<file path="src/rtl/sfr_pkg.sv">
package sfr_pkg;

    typedef enum logic {
        TRK_CLEAN,
        TRK_TAIL
    } trk_state_t;

    typedef enum logic {
        INJ_IDLE,
        INJ_ARMED
    } inj_state_t;

    // Position (1-based Hamming index) of data bit idx: the idx-th
    // non-power-of-two number counting up from 3.
    function automatic int ham_pos(input int idx);
        int cnt;
        int pos;
        cnt = 0;
        pos = 0;
        for (int p = 3; p < 4096; p++) begin
            if (((p & (p - 1)) != 0) && (pos == 0)) begin
                if (cnt == idx) pos = p;
                cnt++;
            end
        end
        return pos;
    endfunction

endpackage

</file>
<file path="src/rtl/sfr_syndrome.sv">
module sfr_syndrome #(
    parameter int HALF_W = 64,
    parameter int HAM_W  = 7
) (
    input  logic [HALF_W-1:0] data,
    input  logic [HAM_W:0]    chk,
    output logic [HAM_W-1:0]  synd,
    output logic              ovr
);
    logic [HAM_W-1:0] contrib [HALF_W];

    for (genvar j = 0; j < HALF_W; j++) begin : g_pos
        localparam int POS = sfr_pkg::ham_pos(j);
        assign contrib[j] = data[j] ? POS[HAM_W-1:0] : '0;
    end

    always_comb begin
        synd = chk[HAM_W-1:0];
        for (int j = 0; j < HALF_W; j++) begin
            synd = synd ^ contrib[j];
        end
        ovr = ^{data, chk};
    end
endmodule

</file>
<file path="src/rtl/sfr_fixup.sv">
module sfr_fixup #(
    parameter int HALF_W = 64,
    parameter int HAM_W  = 7
) (
    input  logic [HALF_W-1:0] data,
    input  logic [HAM_W-1:0]  synd,
    input  logic              ovr,
    output logic [HALF_W-1:0] fixed,
    output logic              single,
    output logic              multi
);
    localparam int MAXPOS = HALF_W + HAM_W;

    logic in_range;
    assign in_range = (int'(synd) <= MAXPOS);
    assign single   = ovr && in_range;
    assign multi    = (!ovr && (synd != '0)) || (ovr && !in_range);

    for (genvar j = 0; j < HALF_W; j++) begin : g_fix
        localparam int POS = sfr_pkg::ham_pos(j);
        assign fixed[j] = data[j] ^ (single && (synd == POS[HAM_W-1:0]));
    end
endmodule

</file>
<file path="src/rtl/sfr_read_path.sv">
module sfr_read_path #(
    parameter  int TAG_W  = 4,
    parameter  int HALF_W = 64,
    parameter  int N_HALF = 2,
    localparam int HAM_W  = $clog2(HALF_W + $clog2(HALF_W) + 1),
    localparam int CHK_W  = HAM_W + 1,
    localparam int DATA_W = N_HALF * HALF_W,
    localparam int ECC_W  = N_HALF * CHK_W,
    localparam int WORD_W = DATA_W + ECC_W
) (
    input  logic              clk,
    input  logic              rst_n,
    input  logic              rd_valid,
    input  logic [WORD_W-1:0] rd_word,
    input  logic [TAG_W-1:0]  rd_tag,
    input  logic              inj_arm,
    input  logic [ECC_W-1:0]  inj_mask,
    output logic              fwd_valid,
    output logic [DATA_W-1:0] fwd_data,
    output logic [TAG_W-1:0]  fwd_tag,
    output logic              cancel_valid,
    output logic [TAG_W-1:0]  cancel_tag,
    output logic              cor_valid,
    output logic [DATA_W-1:0] cor_data,
    output logic [TAG_W-1:0]  cor_tag,
    output logic              err_ce,
    output logic              err_ue
);
    import sfr_pkg::*;

    // Speculative path: no register.
    assign fwd_valid = rd_valid;
    assign fwd_data  = rd_word[DATA_W-1:0];
    assign fwd_tag   = rd_tag;

    // Injection one-shot.
    inj_state_t       inj_state, inj_next;
    logic [ECC_W-1:0] inj_mask_q;

    always_ff @(posedge clk or negedge rst_n) begin
        if (!rst_n) begin
            inj_state  <= INJ_IDLE;
            inj_mask_q <= '0;
        end else begin
            inj_state <= inj_next;
            if (inj_state == INJ_IDLE && inj_arm) inj_mask_q <= inj_mask;
        end
    end

    always_comb begin
        inj_next = inj_state;
        unique case (inj_state)
            INJ_IDLE:  if (inj_arm)  inj_next = INJ_ARMED;
            INJ_ARMED: if (rd_valid) inj_next = INJ_IDLE;
            default:   inj_next = INJ_IDLE;
        endcase
    end

    // Stage 1: captured beat.
    logic              s1_valid;
    logic [TAG_W-1:0]  s1_tag;
    logic [DATA_W-1:0] s1_data;
    logic [ECC_W-1:0]  s1_chk;

    always_ff @(posedge clk or negedge rst_n) begin
        if (!rst_n) begin
            s1_valid <= 1'b0;
            s1_tag   <= '0;
            s1_data  <= '0;
            s1_chk   <= '0;
        end else begin
            s1_valid <= rd_valid;
            if (rd_valid) begin
                s1_tag  <= rd_tag;
                s1_data <= rd_word[DATA_W-1:0];
                s1_chk  <= rd_word[WORD_W-1:DATA_W]
                         ^ ((inj_state == INJ_ARMED) ? inj_mask_q : '0);
            end
        end
    end

    // Syndrome per half, then stage 2.
    logic [HAM_W-1:0]  s1_synd [N_HALF];
    logic [N_HALF-1:0] s1_ovr;
    logic              s2_valid;
    logic [TAG_W-1:0]  s2_tag;
    logic [DATA_W-1:0] s2_data;
    logic [HAM_W-1:0]  s2_synd [N_HALF];
    logic [N_HALF-1:0] s2_ovr;
    logic [N_HALF-1:0] h_single, h_multi;

    for (genvar h = 0; h < N_HALF; h++) begin : g_half
        sfr_syndrome #(.HALF_W(HALF_W), .HAM_W(HAM_W)) u_synd (
            .data (s1_data[h*HALF_W +: HALF_W]),
            .chk  (s1_chk[h*CHK_W +: CHK_W]),
            .synd (s1_synd[h]),
            .ovr  (s1_ovr[h])
        );

        always_ff @(posedge clk or negedge rst_n) begin
            if (!rst_n) s2_synd[h] <= '0;
            else if (s1_valid) s2_synd[h] <= s1_synd[h];
        end

        sfr_fixup #(.HALF_W(HALF_W), .HAM_W(HAM_W)) u_fix (
            .data   (s2_data[h*HALF_W +: HALF_W]),
            .synd   (s2_synd[h]),
            .ovr    (s2_ovr[h]),
            .fixed  (cor_data[h*HALF_W +: HALF_W]),
            .single (h_single[h]),
            .multi  (h_multi[h])
        );
    end

    always_ff @(posedge clk or negedge rst_n) begin
        if (!rst_n) begin
            s2_valid <= 1'b0;
            s2_tag   <= '0;
            s2_data  <= '0;
            s2_ovr   <= '0;
        end else begin
            s2_valid <= s1_valid;
            if (s1_valid) begin
                s2_tag  <= s1_tag;
                s2_data <= s1_data;
                s2_ovr  <= s1_ovr;
            end
        end
    end

    // Exposure-window tracker.
    trk_state_t trk_state, trk_next;
    logic       hit_ue, hit_ce;

    assign hit_ue = s2_valid && (|h_multi);
    assign hit_ce = s2_valid && (|h_single) && !(|h_multi);

    always_ff @(posedge clk or negedge rst_n) begin
        if (!rst_n) trk_state <= TRK_CLEAN;
        else        trk_state <= trk_next;
    end

    always_comb begin
        trk_next     = (hit_ce || hit_ue) ? TRK_TAIL : TRK_CLEAN;
        err_ce       = hit_ce;
        err_ue       = hit_ue;
        cor_valid    = s2_valid && !hit_ue;
        cor_tag      = s2_tag;
        cancel_tag   = s2_tag;
        cancel_valid = 1'b0;
        unique case (trk_state)
            TRK_CLEAN: cancel_valid = hit_ce || hit_ue;
            TRK_TAIL:  cancel_valid = s2_valid;
            default:   cancel_valid = 1'b0;
        endcase
    end
endmodule

</file>
<file path="config.mk">
export PLATFORM = sky130hd
export DESIGN_NAME = sfr_read_path
export DESIGN_NICKNAME = d
export VERILOG_FILES = /design/src/rtl/sfr_pkg.sv /design/src/rtl/sfr_syndrome.sv /design/src/rtl/sfr_fixup.sv /design/src/rtl/sfr_read_path.sv
export SDC_FILE = /design/constraint.sdc
export NUM_CORES = 1
export LEC_CHECK = 0
export BUFFER_PORTS_ARGS = -buffer_cell sky130_fd_sc_hd__buf_2
export CORE_ASPECT_RATIO = 1.25
export CORE_MARGIN = 3
export CORE_UTILIZATION = 40
export DETAILED_ROUTE_END_ITERATION = 10
export PLACE_DENSITY_LB_ADDON = 0.15
export SLEW_MARGIN = 0
export SYNTH_ARGS = -nofsm -noshare
export SYNTH_HDL_FRONTEND = slang
export SYNTH_SLANG_ARGS = --single-unit
</file>
<file path="constraint.sdc">
create_clock -name clk -period 2.7 [get_ports clk]
set_clock_uncertainty 0.1 [all_clocks]
set_input_delay 0.54 -clock clk [delete_from_list [all_inputs] [get_ports clk]]
set_output_delay 0.54 -clock clk [all_outputs]
set_load 0.05 [all_outputs]
</file>
==> results of run 1 <==
cells by family after synthesis:
| family | synth area share (%) |
|---|---|
| DFF | 44.7 |
| xor gates and xnor gates | 22.9 |
| AOI/OAI and AO/OA | 1.12 |
| and+or+nand+nor | 6.33 |
| buffers and inverters | 7.09 |
| muxes | 17.9 |
Yosys cell counts (4+ instances only):
| cell | instances |
|---|---|
| buf_4 | 137 |
| mux2_2 | 281 |
| clkbuf_1 | 56 |
| xnor3_1 | 35 |
| nor2_1 | 120 |
| a21oi_1 | 35 |
| nand2_1 | 75 |
| nor2b_1 | 5 |
| dfrtp_1 | 316 |
| xnor3_2 | 4 |
| nor3_1 | 11 |
| nand3_1 | 19 |
| xnor2_1 | 223 |
| nand2b_1 | 6 |
| and2_1 | 5 |
| xor2_1 | 129 |
final cells by class:
type | instances | share of cell area [%]
inverter | 2 | 0.0283
sequential | 316 | 29.9
tap | 565 | 2.67
multi-input combinational | 974 | 43.0
clock inverter | 11 | 0.491
clock buffer | 53 | 4.02
timing repair buffer | 625 | 19.9
per-layer routing:
layer  GRT usage (%)  vias up
met1            26.9     6209
li1                -     5673
met5               0        -
met2            43.7      358
met3            2.95       90
met4            8.60        0
registers in the layout (all words and copies together) (netlist names):
register,count
s1_data,128
s2_data,128
inj_mask_q,16
s1_chk,16
s2_synd,14
cancel_tag,4
s1_tag,4
s2_ovr,2
inj_state,1
s1_valid,1
s2_valid,1
trk_state,1
stage by stage:
stage	utilization, %	area [um^2]	setup slack (ns)
2_1_floorplan	-	18300	-0.0663
3_3_place_gp	49.4	21400	-0.0729
3_5_place_dp	49.4	21400	-0.0967
4_1_cts	58.4	25300	-0.380
5_1_grt	61.1	26500	-0.570
6_report	61.1	26500	-0.437
critical path: stages (launching register included):
cell     delay [ns]
dfrtp_1        0.43
o31ai_4        0.34
nand2_4        0.17
nor3_4         0.25
nand2_1        0.12
buf_4          0.15
nor2_4         0.13
xor2_4         0.21
buf_12         0.16
power by group through the flow:
| stage | sequential [uW] | clock (uW) | combinational [uW] |
|---|---|---|---|
| final | 6530 | 5010 | 13500 |
| after global routing | 6630 | 5370 | 14100 |
| after CTS | 6470 | 5150 | 12400 |
| after detailed placement | 6460 | 0 | 10300 |
| after global placement | 6440 | 0 | 10300 |
| after floorplan | 6190 | 0 | 7470 |
how the worst min path moves through the flow:
stage / end / slack (ns) / start
2_1_floorplan: cancel_tag[0] / 0.14 / rst_n
3_5_place_dp: s1_data[33] / 0.39 / rst_n
5_1_grt: inj_mask_q[3] / 0.11 / inj_mask[3]
4_1_cts: inj_mask_q[3] / 0.1 / inj_mask[3]
3_3_place_gp: cancel_tag[1] / 0.38 / s1_tag[1]
6_report: inj_mask_q[3] / 0.14 / inj_mask[3]
cell usage in the layout, fill, tap and decap left out, drive strengths merged, types with 8 or more instances in the layout:
master and instances:
a21oi 35, xnor2 225, mux2 281, buf 624, xor2 129, clkbuf 53
nor2 120, clkinv 8, nand3 19, nand2 75, dfrtp 316, xnor3 39
nor3 11
repair_timing:
item                                    CTS  global route
hold endpoints to repair                 40             0
resized for setup                       574           152
hold buffers                              1             0
buffers inserted                         43            41
endpoints found under the setup margin  132           132
pin swaps                               119           120
==> impl_metrics.ini, run 1 <==
[die]
die_y_um = 241
die_area_mm2 = 0.0468
initial_utilization_pct = 40.8
fp.dieW_um = 194
rows = 85
coreArea_mm2 = 0.0434
ios = 441

[detailed_routing]
wl_per_cell_um = 22.0
drt-met1-wl_um = 20600
via_per_inst = 4.84
drt-initial-drc-count = 375
vias = 12300
drtPass1Iterations = 4
wirelength_um = 56100
top_layer = met4
met3_length_um = 2610
antenna_left = 0
wl_met2_um = 31100
drc = 0

[timing]
fin_crit_sh_pct = 116
slew_violations = 0
setup_violations = 126
layout_setup_ws_ns = -0.437
slew_headroom_pct = 57.9
clock.fmax_mhz = 319
hold_viol = 0
tns_ns = -30.86
tightest_slew_ns = 0.631
holdWs_ns = 0.142
fin_crit_ns = 3.14
rsz0062_at_grt = true

[critical_path]
r2r_cells = 6
r2r_slack_ns = 0.13
timing.critical_path.to = cor_data[109]
setup.worst_path.start_class = register
r2r-end = s2_ovr[0]
setup.worst_path.end_class = primary output
r2r-start = s1_data[54]
cp.arrival_ns = 2.50
critical_path_required_ns = 2.06
startpoint = s2_synd[3]
critPathKind = reg -> out
cp_max_fo = 5

[power]
clockPowerShare_pct = 20.0
ir_worst_vdd_mv = 0.614
powerDensity_mw_per_mm2 = 944
combPwrFrac_pct = 53.9
seq_power_share_pct = 26.1
p_leak_uw = 0.0118
internal_power_uw = 15100
swShare_pct = 39.5
switchingPower_uw = 9870
total_power_uw = 25000

[outcome]
outcome = finished with violations
violations = negative setup slack

[global_route]
grt_pass1_wl_um = 81800
antenna_found_initial = 0
grt_usage_pct = 23.1
grt_max_degree = 66
grt_pass1_vias = 13200
overflow = 0

[place]
dpl.hpwl_um = 40800
io_buffers = 440
numPlacedInstances = 2402
place_congestion = 0.908

[cells_and_area]
layout-drive-gt1-share_pct = 65.3
nets = 2124
stdcell_count = 2546
layout.area.seq_mm2 = 0.00792
final.fill_count = 3390
area_growth_pct = 49.8
multiInputGateArea_mm2 = 0.0114
n_antenna_cell = 0

[synthesis]
synth_top_cell_by_area = dfrtp_1
synth_seq_cells = 316
postSynth.asyncResetShare_pct = 100
syn_area_mm2 = 0.0177
syn-mean-instance-area_um2 = 11.9
syn-instance-count = 1487
synth_edf_count = 0
yosysWarnings = 0
yosysTopAreaCellShare_pct = 44.7
synth_area_leaders = dfrtp_1 45%, mux2_2 18%, xnor2_1 11%, xor2_1 6.4%, buf_4 5.8%
ys_types = 35
syn_nets = 1655
synth_ff_type = dfrtp_1
yosysSeqAreaShare_pct = 44.7

[clocking]
cts_buffers = 37
root_buffer = clkbuf_16
cts.sinks = 316
cts_buffer_depth = 3
cts_max_level = 2
clk_pin_slew_ns = 0.06
cts_tree = yes
clk_latency_ns = 0.53

[hold_path]
whs_path_depth = 2
hold_path_class = in -> reg

[run]
cap_violations = 0
No activity file was read; power rests on OpenSTA's default activity.
==> run 2: changes to the inputs <==
CORE_ASPECT_RATIO = 1.2   (was 1.25)
CORE_MARGIN = unset   (was 3)
==> impl_metrics.ini, run 2 (same netlist as run 1, synthesis figures left out) <==
[clocking]
cts.sinks = 316
clk_pin_slew_ns = 0.07
cts_tree = yes
cts_max_level = 2
cts_buffer_depth = 3
root_buffer = clkbuf_16
cts_buffers = 37
clk_latency_ns = 0.52

[die]
initial_utilization_pct = 40.5
rows = 84
coreArea_mm2 = 0.0437
die_area_mm2 = 0.0451
die_y_um = 232
ios = 441
fp.dieW_um = 194

[detailed_routing]
antenna_left = 0
wl_per_cell_um = 21.5
drtPass1Iterations = 4
drt-initial-drc-count = 478
wirelength_um = 54000
vias = 12300
via_per_inst = 4.89
drc = 0

[global_route]
grt_pass1_wl_um = 79200
grt_max_degree = 83
grt_usage_pct = 23.6
grt_pass1_vias = 12900
overflow = 0
antenna_found_initial = 0

[hold_path]
hold_path_class = in -> reg

[cells_and_area]
final_cell_area_mm2 = 0.0261
final.fill_count = 3438
mostFrequentLayoutCells = 310 x dfrtp_1, 306 x buf_2, 281 x mux2_2, 173 x xnor2_1, 138 x buf_6
n_antenna_cell = 0
area_growth_pct = 47.7
layout_commonest_cell = dfrtp_1
nets = 2098
layout-drive-gt1-share_pct = 64.7
largestRegisters = s1_data (128), s2_data (128)

[run]
cap_violations = 0

[power]
ir_worst_vdd_mv = 0.572
total_power_uw = 24700
p_leak_uw = 0.0117
powerDensity_mw_per_mm2 = 944

[timing]
clock.fmax_mhz = 332
setup_violations = 128
tightest_slew_ns = 0.612
rsz0062_at_grt = true
slew_headroom_pct = 59.2
layout_setup_ws_ns = -0.313
fin_crit_ns = 3.01
holdWs_ns = 0.158
hold_viol = 0
fin_crit_sh_pct = 112
tns_ns = -22.68
slew_violations = 0

[place]
place_congestion = 0.869
io_buffers = 440
dpl_cell_area_mm2 = 0.0213
dpl.hpwl_um = 39200
place_ws_ns = -0.136

[outcome]
violations = negative setup slack
outcome = finished with violations

[critical_path]
setup.worst_path.start_class = register
critical_path_required_ns = 2.06
setup.worst_path.end_class = primary output
cp_max_fo = 3
cp.arrival_ns = 2.37
critPathKind = reg -> out
-- run 2: cell count changes in the layout (fill, tap and decap cells not counted), sizes merged --
| cell | before | now |
|---|---|---|
| bufinv | 3 | 4 |
| and2 | 6 | 7 |
| clkinvlp | 0 | 2 |
| clkinv | 8 | 7 |
| buf | 624 | 596 |
| inv | 2 | 4 |
| clkbuf | 53 | 50 |
-- run 2: routing by layer --
metal / wire (um) / global-route usage (%)
met1: 20400 / 27.1
met5: 0 / 0
met2: 29100 / 43.1
met3: 2150 / 3.59
met4: 2330 / 11.1
-- run 2: cell type report --
| class | count | area, um^2 | share of cell area [%] |
|---|---|---|---|
| clock buffers | 49 | 1030 | 3.95 |
| clock inverters | 15 | 194 | 0.742 |
| inverters | 2 | 7.51 | 0.0287 |
| multi-input cells | 975 | 11300 | 43.4 |
| flip-flops and latches | 316 | 7920 | 30.3 |
| well taps | 559 | 699 | 2.68 |
| repair buffers | 598 | 4950 | 19.0 |
-- run 2: what timing repair did --
action / in CTS / in global routing
gates resized for setup: 513 / 209
endpoints found under the setup margin: 132 / 132
buffers inserted: 31 / 43
endpoints found under the hold margin: 33 / 0
hold buffers: 1 / 0
pin swaps: 103 / 119
cloned: 1 / 2
-- run 2: final timing paths --
check | from | endpoint | slack [ns] | cells after the start
setup / recovery | s2_synd[9] | err_ce | -0.31 | 8
max in group asynchronous | rst_n | s2_synd[2] | 1.29 | 4
hold / removal | rd_word[49] | s1_data[49] | 0.16 | 2
min in group asynchronous | rst_n | s1_data[40] | 0.39 | 2
hold reg to reg | s1_tag[1] | cancel_tag[1] | 0.40 | 1
setup reg to reg | s1_data[54] | s2_ovr[0] | 0.17 | 6
-- run 2: where the power goes --
group	switching [uW]	leakage, uW	internal [uW]
Clock	2050	0.000601	3080
Combinational	6760	0.00745	6320
Sequential	958	0.00368	5520
-- run 2: per-stage QoR --
step,instances,util (%)
2_1_floorplan,1487,-
3_3_place_gp,2387,48.7
3_5_place_dp,2387,48.7
4_1_cts,2483,56.8
5_1_grt,2514,59.8
6_report,2514,59.8
-- run 2: worst max-delay path, stage by stage, from the launching register on --
cell and delay [ns]:
dfrtp_1 0.39, or4_4 0.56, nor2_4 0.10, a21oi_2 0.07, a21oi_2 0.12, buf_4 0.15
and2_4 0.15, nor2b_4 0.14, buf_6 0.16
==> run 3: changes to the inputs <==
BUFFER_PORTS_ARGS = -buffer_cell sky130_fd_sc_hd__buf_4   (was -buffer_cell sky130_fd_sc_hd__buf_2)
clock period = 3.2 ns   (was 2.7 ns; I/O delays follow)
==> impl_metrics.ini, run 3 (same netlist as run 1, synthesis figures left out) <==
[outcome]
outcome = finished clean

[critical_path]
setup.worst_path.end_class = primary output
critPathKind = reg -> out
max_stage_delay_ns = 0.53
setup.worst_path.start_class = register
crit_family = compound AO/OA/AOI/OAI gates
critical_path_required_ns = 2.46
slowest_stage = dfrtp_1
cp_max_fo = 7
path_buf_inv = 2
cp.arrival_ns = 2.44
crit_chain = o31ai_2, and2_4, buf_4, a21oi_1, nand2_1, o21a_1, buf_6

[timing]
tns_ns = 0
slew_violations = 0
setup_violations = 0
hold_viol = 0
fin_crit_sh_pct = 99.4
tightest_slew_ns = 0.655
clock.fmax_mhz = 314
fin_crit_ns = 3.18
rsz0062_at_grt = true
holdWs_ns = 0.216
slew_headroom_pct = 56.0

[cells_and_area]
multiInputGateArea_mm2 = 0.00887
area_growth_pct = 27.9
layout-drive-gt1-share_pct = 49.6
largestRegisters = s1_data (128), s2_data (128)
mostFrequentLayoutCells = 475 x buf_4, 310 x dfrtp_1, 281 x mux2_2, 216 x xnor2_1, 129 x xor2_1
final_cell_area_mm2 = 0.0226
final.fill_count = 3908
layout.area.seq_mm2 = 0.00792
layout_commonest_cell = buf_4
final_core_util_pct = 51.8
n_antenna_cell = 0
nets = 1998

[clocking]
cts_tree = yes
root_buffer = clkbuf_16
cts_buffer_depth = 3
cts.sinks = 316
clk_latency_ns = 0.56
cts_buffers = 37
clk_pin_slew_ns = 0.06
cts_max_level = 2

[detailed_routing]
wl_met2_um = 28200
top_layer = met4
vias = 11800
antenna_left = 0
wirelength_um = 52200
drtPass1Iterations = 6
drt-initial-drc-count = 435
drt-met1-wl_um = 20400
met3_length_um = 2060
wl_per_cell_um = 21.6
drc = 0
via_per_inst = 4.87

[die]
initial_utilization_pct = 40.5
coreArea_mm2 = 0.0437
die_area_mm2 = 0.0451
fp.dieW_um = 194
ios = 441
rows = 84
die_y_um = 232

[power]
p_leak_uw = 0.0101
swShare_pct = 38.9
seq_power_share_pct = 29.5
combPwrFrac_pct = 47.3
total_power_uw = 18300
internal_power_uw = 11200
switchingPower_uw = 7110
powerDensity_mw_per_mm2 = 808
ir_worst_vdd_mv = 0.460
clockPowerShare_pct = 23.2

[run]
cap_violations = 0

[place]
dpl_cell_area_mm2 = 0.0209
io_buffers = 440
place_congestion = 0.867
dpl.hpwl_um = 39500

[global_route]
overflow = 0
grt_usage_pct = 23.0
grt_pass1_vias = 12300
antenna_found_initial = 0
grt_max_degree = 82
grt_pass1_wl_um = 76500

[hold_path]
hold_path_class = in -> reg
-- run 3: cell types whose count changed in the layout (fill, tap and decap cells not counted), sizes merged --
cell	before	now
bufinv	4	1
buf	596	498
clkbuf	50	51
clkinv	7	11
and2	7	6
-- run 3: metal layers --
metal	global-route usage (%)	vias to the layer above
li1	-	5480
met1	26.1	5887
met2	43.6	336
met3	3.19	67
met4	8.71	0
met5	0	-
-- run 3: worst register-to-register path, cell delays in order, from the launching register on --
cell and delay, ns:
dfrtp_1 0.44, xnor2_1 0.34, xnor3_2 0.55, xnor3_2 0.42
xnor3_1 0.40, xnor3_1 0.21, a21oi_1 0.14
-- run 3: final timing paths --
| check | start | to | slack, ns | depth (start not counted) |
|---|---|---|---|---|
| max in group asynchronous | rst_n | s2_synd[2] | 1.58 | 4 |
| worst min register to register | s1_tag[1] | cancel_tag[1] | 0.40 | 1 |
| min in group asynchronous | rst_n | s1_data[33] | 0.58 | 2 |
| worst max-delay path | s2_synd[13] | cancel_valid | 0.02 | 7 |
| worst min-delay path | inj_mask[2] | inj_mask_q[2] | 0.22 | 2 |
| worst max register to register | s1_data[54] | s2_ovr[0] | 0.53 | 6 |
-- run 3: power groups by stage --
stage	combinational (uW)	clock (uW)	sequential, uW
2_1_floorplan	6210	0	5160
3_3_place_gp	8260	0	5400
6_report	8650	4240	5390
5_1_grt	9120	4480	5480
3_5_place_dp	8280	0	5420
4_1_cts	8480	4340	5370
-- run 3: per-stage QoR --
step,worst slack (ns),cells
6_report,0.0192,2417
5_1_grt,-0.0597,2417
4_1_cts,-0.0629,2410
3_5_place_dp,0.252,2341
3_3_place_gp,0.308,2341
2_1_floorplan,0.0513,1487
-- run 3: cell type report --
cell class	instances	share of cell area [%]
clock buffer	51	4.78
timing repair buffer	499	17.3
clock inverter	16	0.569
tap	559	3.09
inverter	2	0.0332
sequential	316	35.0
multi-input combinational	974	39.2
-- run 3: timing repair --
item | 4_1_cts | 5_1_grt
gates resized for setup | 53 | 48
setup endpoints to repair | 72 | 63
setup buffers | 1 | 7
hold endpoints to repair | 48 | 0
hold buffers | 1 | 0
pin swaps | 4 | 13
